**config.mk**
```make
export PLATFORM = sky130hd
export DESIGN_NAME = tod_counter
export DESIGN_NICKNAME = d
export VERILOG_FILES = /design/src/rtl/tod_counter.sv
export SDC_FILE = /design/constraint.sdc
export NUM_CORES = 1
export LEC_CHECK = 0
export ABC_AREA = 1
export BUFFER_PORTS_ARGS = -buffer_cell sky130_fd_sc_hd__buf_4
export CORE_ASPECT_RATIO = 1.75
export CORE_MARGIN = 5
export CORE_UTILIZATION = 45
export DETAILED_ROUTE_END_ITERATION = 16
export PLACE_DENSITY = 0.68
export SLEW_MARGIN = 20
export SYNTH_ARGS = -nofsm -noshare
export SYNTH_HDL_FRONTEND = slang
export SYNTH_SLANG_ARGS = --single-unit
```
**constraint.sdc**
```tcl
create_clock -name clk -period 14 [get_ports clk]
set_input_delay 1.4 -clock clk [delete_from_list [all_inputs] [get_ports clk]]
set_output_delay 1.4 -clock clk [all_outputs]
set_load 0.02 [all_outputs]
```
**src/rtl/tod_counter.sv**
```systemverilog
module tod_counter #(
  parameter int DW        = 32,
  parameter int AW        = 3,
  parameter int INC_INT_W = 8,
  parameter logic [DW+INC_INT_W-1:0] BASE_INC = 40'h01_9999_9999,
  parameter int MULT_MID  = 2,
  parameter int MULT_LOW  = 20
) (
  input  logic          clk,
  input  logic          rst_n,
  input  logic [1:0]    speed,
  input  logic          wr_en,
  input  logic          rd_en,
  input  logic [AW-1:0] addr,
  input  logic [DW-1:0] wdata,
  output logic [DW-1:0] rdata
);
  localparam int FRAC_W = DW;
  localparam int TIME_W = 2 * DW;
  localparam int INC_W  = FRAC_W + INC_INT_W;
  localparam int MUL_W  = $clog2(MULT_LOW + 1);
  localparam int STEP_W = INC_W + MUL_W;

  localparam logic [AW-1:0] A_CTL  = AW'(0);
  localparam logic [AW-1:0] A_TLO  = AW'(1);
  localparam logic [AW-1:0] A_THI  = AW'(2);
  localparam logic [AW-1:0] A_ILO  = AW'(3);
  localparam logic [AW-1:0] A_IHI  = AW'(4);

  logic [TIME_W-1:0] tod;
  logic [FRAC_W-1:0] frac;
  logic [INC_W-1:0]  inc;
  logic [DW-1:0]     tlo_stage, ilo_stage, snap_hi;
  logic              en;
  logic [MUL_W-1:0]  mult;
  logic [DW-1:0]     rd_val;

  wire wr_ctl   = wr_en && addr == A_CTL;
  wire wr_tlo   = wr_en && addr == A_TLO;
  wire load     = wr_en && addr == A_THI;
  wire wr_ilo   = wr_en && addr == A_ILO;
  wire wr_ihi   = wr_en && addr == A_IHI;
  wire count_on = en && speed != 2'd3;

  always_comb begin
    case (speed)
      2'd1:    mult = MUL_W'(MULT_MID);
      2'd2:    mult = MUL_W'(MULT_LOW);
      default: mult = MUL_W'(1);
    endcase
  end

  wire [STEP_W-1:0] step     = STEP_W'(inc) * STEP_W'(mult);
  wire [FRAC_W:0]   frac_sum = {1'b0, frac} + {1'b0, step[FRAC_W-1:0]};
  wire [TIME_W-1:0] tod_next = tod + TIME_W'(step[STEP_W-1:FRAC_W])
                                   + TIME_W'(frac_sum[FRAC_W]);

  always_ff @(posedge clk or negedge rst_n) begin
    if (!rst_n) begin
      tod  <= '0;
      frac <= '0;
    end else if (load) begin
      tod  <= {wdata, tlo_stage};
      frac <= '0;
    end else if (count_on) begin
      tod  <= tod_next;
      frac <= frac_sum[FRAC_W-1:0];
    end
  end

  always_ff @(posedge clk or negedge rst_n) begin
    if (!rst_n) begin
      en        <= 1'b0;
      inc       <= BASE_INC;
      tlo_stage <= '0;
      ilo_stage <= '0;
    end else begin
      if (wr_ctl) en        <= wdata[0];
      if (wr_tlo) tlo_stage <= wdata;
      if (wr_ilo) ilo_stage <= wdata;
      if (wr_ihi) inc       <= {wdata[INC_INT_W-1:0], ilo_stage};
    end
  end

  always_comb begin
    case (addr)
      A_CTL:   rd_val = DW'(en);
      A_TLO:   rd_val = tod[DW-1:0];
      A_THI:   rd_val = snap_hi;
      A_ILO:   rd_val = inc[FRAC_W-1:0];
      A_IHI:   rd_val = DW'(inc[INC_W-1:FRAC_W]);
      default: rd_val = '0;
    endcase
  end

  always_ff @(posedge clk or negedge rst_n) begin
    if (!rst_n) begin
      rdata   <= '0;
      snap_hi <= '0;
    end else if (rd_en) begin
      rdata <= rd_val;
      if (addr == A_TLO) snap_hi <= tod[TIME_W-1:DW];
    end
  end

  assert_hold_R4: assert property (@(posedge clk) disable iff (!rst_n)
    (!count_on && !load) |=> $stable(tod));

  assert_forward_R2: assert property (@(posedge clk) disable iff (!rst_n)
    (count_on && !load) |=> tod >= $past(tod));

  assert_inc_commit_R8: assert property (@(posedge clk) disable iff (!rst_n)
    !wr_ihi |=> $stable(inc));

  assert_load_frac_R6: assert property (@(posedge clk) disable iff (!rst_n)
    load |=> frac == '0);

  assert_snapshot_R5: assert property (@(posedge clk) disable iff (!rst_n)
    (rd_en && addr == A_THI) |=> rdata == $past(snap_hi));

  assert_rdata_idle_R9: assert property (@(posedge clk) disable iff (!rst_n)
    !rd_en |=> $stable(rdata));
endmodule

```
# Yosys cells after proc, flatten, opt, wreduce, memory -nomap -nowiden
# Cells that the tools add are included.
dict set report classes {
  add_sub_neg 3
  n_mul 1
  n_div 0
  n_lt_le_gt_ge 0
  n_eq_ne 7
  n_shift 0
  n_mux 6
  n_bitwise 0
  n_reduce_logical 9
}
# op n
set ops {}
lappend ops {{$pmux 32 s5} 1}
lappend ops {{$mux 64} 2}
lappend ops {{$add 64x1->64} 1}
lappend ops {{$add 64x13->64} 1}
lappend ops {{$mux 32} 2}
lappend ops {{$mul 40x5->45} 1}
lappend ops {{$add 32x32->33} 1}
lappend ops {{$pmux 5 s2} 1}
lappend ops {{$eq 3x2->1 const B} 2}
lappend ops {{$logic_and 1x1->1} 6}
lappend ops {{$eq 3x1->1 const B} 1}
lappend ops {{$eq 3x3->1 const B} 1}
lappend ops {{$logic_not 3->1} 1}
lappend ops {{$eq 2x1->1 const B} 1}
lappend ops {{$eq 2x2->1 const B} 1}
lappend ops {{$ne 2x2->1 const B} 1}
lappend ops {{$reduce_and 2->1} 1}
lappend ops {{$reduce_bool 2->1} 1}
dict set report totals {
  regBits 265
  latch_bits 0
  ram_bits 0
  mem_bits_ro 0
  elab_cells 34
  mem_count 0
}

# Logic depth before layout (Yosys ltp)
dict set report logic_depth {
  word_depth 7
  ltp_mapped 44
  ltp_nobuf 43
}

# Worst setup path after synthesis
# OpenSTA, ideal clock, no wires.
dict set report synth_path {
  kind {input to register}
  start {in speed[0]}
  end {reg tod[16]}
  t_arrival_ns 7.231
  required_time_ns 13.884
  setup_slack_ns 6.652
  path_stages 42
  n_path_buf 1
  cell_sequence {inv_1 -> ha_1 -> clkbuf_1 -> nand2_1 -> inv_1 -> ha_1 -> fa_1 -> inv_1 -> fa_1 -> inv_1 -> ha_1 -> nand2_1 -> inv_1 -> nand2_1 -> nand2_1 -> inv_1 -> nand2_1 -> nand2_1 -> [... 6 more ...] -> nand2_1 -> nand3_1 -> a21oi_1 -> nand3_1 -> nand2_1 -> o211ai_1 -> fa_1 -> fa_1 -> nand3_1 -> nand3_1 -> nand2_1 -> nand2_1 -> nand2_1 -> nand2_1 -> xor2_1 -> nand2_1 -> nand2_1 -> nand2_1}
}
dict set report synth_via {
  elab_chain_len 7
  elab_cells_between_ends 12
  classes_between {3 x add/sub; 1 x mul; 3 x eq/ne; 3 x mux; 2 x reduce/logical}
}
# item line_no
set synth_lines {}
lappend synth_lines {{start: declaration} 11} ;# input logic [1:0] speed,
lappend synth_lines {{$eq 2x2->1 or $eq 2x1->1 (tied branches)} 46} ;# case (speed)
lappend synth_lines {{$pmux 5 s2} 46}
lappend synth_lines {{$mul 40x5->45} 53} ;# wire [STEP_W-1:0] step = STEP_W'(inc) * STEP_W'(mult);
lappend synth_lines {{$add 64x13->64 or $add 32x32->33 (tied branches)} {55, 54}}
lappend synth_lines {{$add 64x1->64} 56} ;# + TIME_W'(frac_sum[FRAC_W]);
lappend synth_lines {{$mux 64} 65} ;# end else if (count_on) begin
lappend synth_lines {{$mux 64} 62} ;# end else if (load) begin
lappend synth_lines {{end signal: assignment} 63} ;# tod <= {wdata, tlo_stage};
lappend synth_lines {{end signal: assignment} 66} ;# tod <= tod_next;
lappend synth_lines {{end: declaration} 30} ;# logic [TIME_W-1:0] tod;
# Several ways; a longest one is shown, not always the timed one. The select of a mux whose other input is x is not followed.
# A chain may end at the register's enable or synchronous reset.

# Worst setup path in the final report
dict set report layout_path {
  start {in speed[0]}
  end {reg tod[28]}
}
# Same word-level chain as after synthesis.

==> qor.csv <==
metric,value,unit
status,"finished, final reports clean",
min_period,8.72,ns
post_cts_buffers,0,
slew_viol_final,0,
clk_latency,0.61,ns
clkTransAtPathRegs,0.07,ns
cap_violations,0,
syn_area,0.0228,mm2
synth_edf_count,0,
async_reset_ff_share,100,%
seqPwrFrac,32.3,%
vdd_ir_drop_max,0.000100,V
post_dp_cell_area,0.0240,mm2
p_comb_share,48.4,%
setup.worst_path.class,primary input to flop,
rsz0062_at_grt,no,
cp_slowest_cell,fa_1,
p_int,2.10,mW
power_density,163,mW/mm2
worst_pin_slew,1.01,ns
die_h,308,um
cpMostUsedCell,nand2_1,
p_sw_share,48.5,%
chipWidth,180,um
crit_path_max_fanout,40,
cp_num_buf_inv,8,
timing.final.crit_share,62.3,%
drc,0,
antenna_found_initial,0,
setup_viol,0,
yosysWarnings,0,
reg2reg_from,inc[20],
cts_buffers,29,
worst_hold_slack,0.481,ns
synth_fp_nets,3691,
grt_max_degree,81,
drive_gt1_share,7.12,%
die_area,0.0555,mm2
crit_end,tod[28],
core_area,0.0505,mm2
yosysUniqueCellTypes,43,
rrSetupSlack,6.20,ns
grt_pass1_wl,125000,um
overflow,0,
htree_levels,1,
p_sw,1.98,mW
clock-root-buffer,clkbuf_16,
drt_iter0_drc,1279,
r2r-end,tod[28],
fin_tns_setup,0,ns
ctsHoldBuffers,0,
ys_seq_area_share,29.1,%
wirelength,82400,um
cp.required,14.49,ns
start_util,45.3,%
reg2regPathDepth,35,
final_common_cell,nand2_1,
vias_per_cell,5.30,
grt_pass1_vias,22100,
track_usage,29.1,%
hold_class,flop to flop,
dp_hpwl,66100,um
layout_common_cells,"1243 x nand2_1, 676 x inv_1, 248 x dfrtp_1, 195 x nand3_1, 191 x nor2_1",
synth.avg_cell_area,6.65,um2
postRouteAntennaNets,0,
worst-path-stages,42,
dr.pass1.iters,5,
diodes,0,
fin_cells,4165,
critPathLaunchType,primary input,
post_cts_resized,0,
cpPeakStageDelay,0.54,ns
ys_ff_latch,265,
place_congestion,1.01,
wl_per_cell,19.8,um
syn_inst,3435,
cp-end-kind,flop,
leakage,14.3,nW
portBuffers,72,
arrival,9.21,ns
startpoint,speed[0],
clockBufferDepth,3,
routed-via-count,22100,
crit_family,adder cells,
ys.flop_type,dfrtp_1,
max_clock_freq,115,MHz
nets,3732,
final_cell_area,0.0250,mm2
clockPowerShare,19.4,%
hold_viol_final,0,
rows,109,
cts_tree,built,
max-slew-margin-rel,32.8,%
pin_count,73,
area_growth,9.39,%
skew,0.0293,ns
dp.cells,4111,
cts_sinks,265,
==> per-stage QoR <==
stage	util, %	power, mW	setup WS (ns)
floorplan	-	2.58	6.65
global placement	47.6	3.25	4.88
detailed placement	47.6	3.27	4.87
CTS	49.5	4.07	5.48
global route	49.5	4.39	4.86
finish	49.5	4.08	5.28
==> routing by layer <==
layer	track usage [%]	wire length (um)	vias up
met5	0	0	-
met4	25.6	9000	0
met3	3.15	3150	376
met2	55.5	43700	667
met1	27.0	26500	10300
li1	-	-	10700
==> worst reg2reg max path, delay by kind of cell, from the launching register on <==
family / cells / cell delay, ns
buffers and inverters: 5 / 0.43
AND/OR/NAND/NOR: 18 / 2.28
XOR/XNOR: 1 / 0.17
AO/OA/AOI/OAI: 4 / 0.98
adder cells (fa/ha/maj): 7 / 3.08
flip-flops: 1 / 0.73
==> power groups by stage <==
stage	Clock (mW)	Sequential, mW	Combinational [mW]
finish	0.790	1.32	1.97
global route	0.828	1.34	2.22
CTS	0.801	1.31	1.96
detailed placement	0	1.32	1.96
global placement	0	1.32	1.93
floorplan	0	1.20	1.38
==> cell families (layout without fill, tap and decap cells) <==
group / count (synthesis) / after routing / share of synthesized area, %
AND/OR/NAND/NOR: 1750 / 1750 / 31.2
buffers and inverters: 765 / 829 / 12.8
AO/OA/AOI/OAI: 345 / 345 / 8.25
flip-flops: 265 / 265 / 29.1
adder cells (fa/ha/maj): 215 / 215 / 14.3
multiplexers: 62 / 62 / 3.06
XOR/XNOR: 33 / 33 / 1.27
==> registers in the layout (all words and copies together) (netlist names) <==
name / flops
inc: 40
frac: 32
tlo_stage: 32
tod: 64
rdata: 32
en: 1
snap_hi: 32
ilo_stage: 32
==> worst min path at each step <==
stage | startpoint | end | slack, ns | cells after the start
global placement | ilo_stage[14] | ilo_stage[14] | 0.46 | 2
detailed placement | ilo_stage[14] | ilo_stage[14] | 0.47 | 2
CTS | ilo_stage[25] | ilo_stage[25] | 0.48 | 2
floorplan | tlo_stage[14] | tlo_stage[14] | 0.45 | 2
global route | ilo_stage[7] | ilo_stage[7] | 0.50 | 2
finish | ilo_stage[27] | ilo_stage[27] | 0.48 | 2
==> cell usage after synthesis (all sizes together), types with 33 or more instances <==
cell    instances  share of area (%)
nand3         195                4.3
nor3           33               0.90
fa             77                6.7
o22ai          33               0.90
nand4          56                1.5
a21oi          98                2.1
dfrtp         248                 27
inv           683                 11
mux2           62                3.1
clkbuf         48               0.79
o21ai         167                3.7
nand2        1251                 21
ha            138                7.6
nor2          197                3.3
==> area by class of cell <==
class	instances	area, um2
Sequential cell	265	6650
Multi-Input combinational cell	2405	13300
Tap cell	666	833
Clock buffer	41	851
Timing Repair Buffer	88	672
Fill cell	5366	25500
Inverter	687	2580
Clock inverter	13	111
Power figures use the tool's default switching activity.
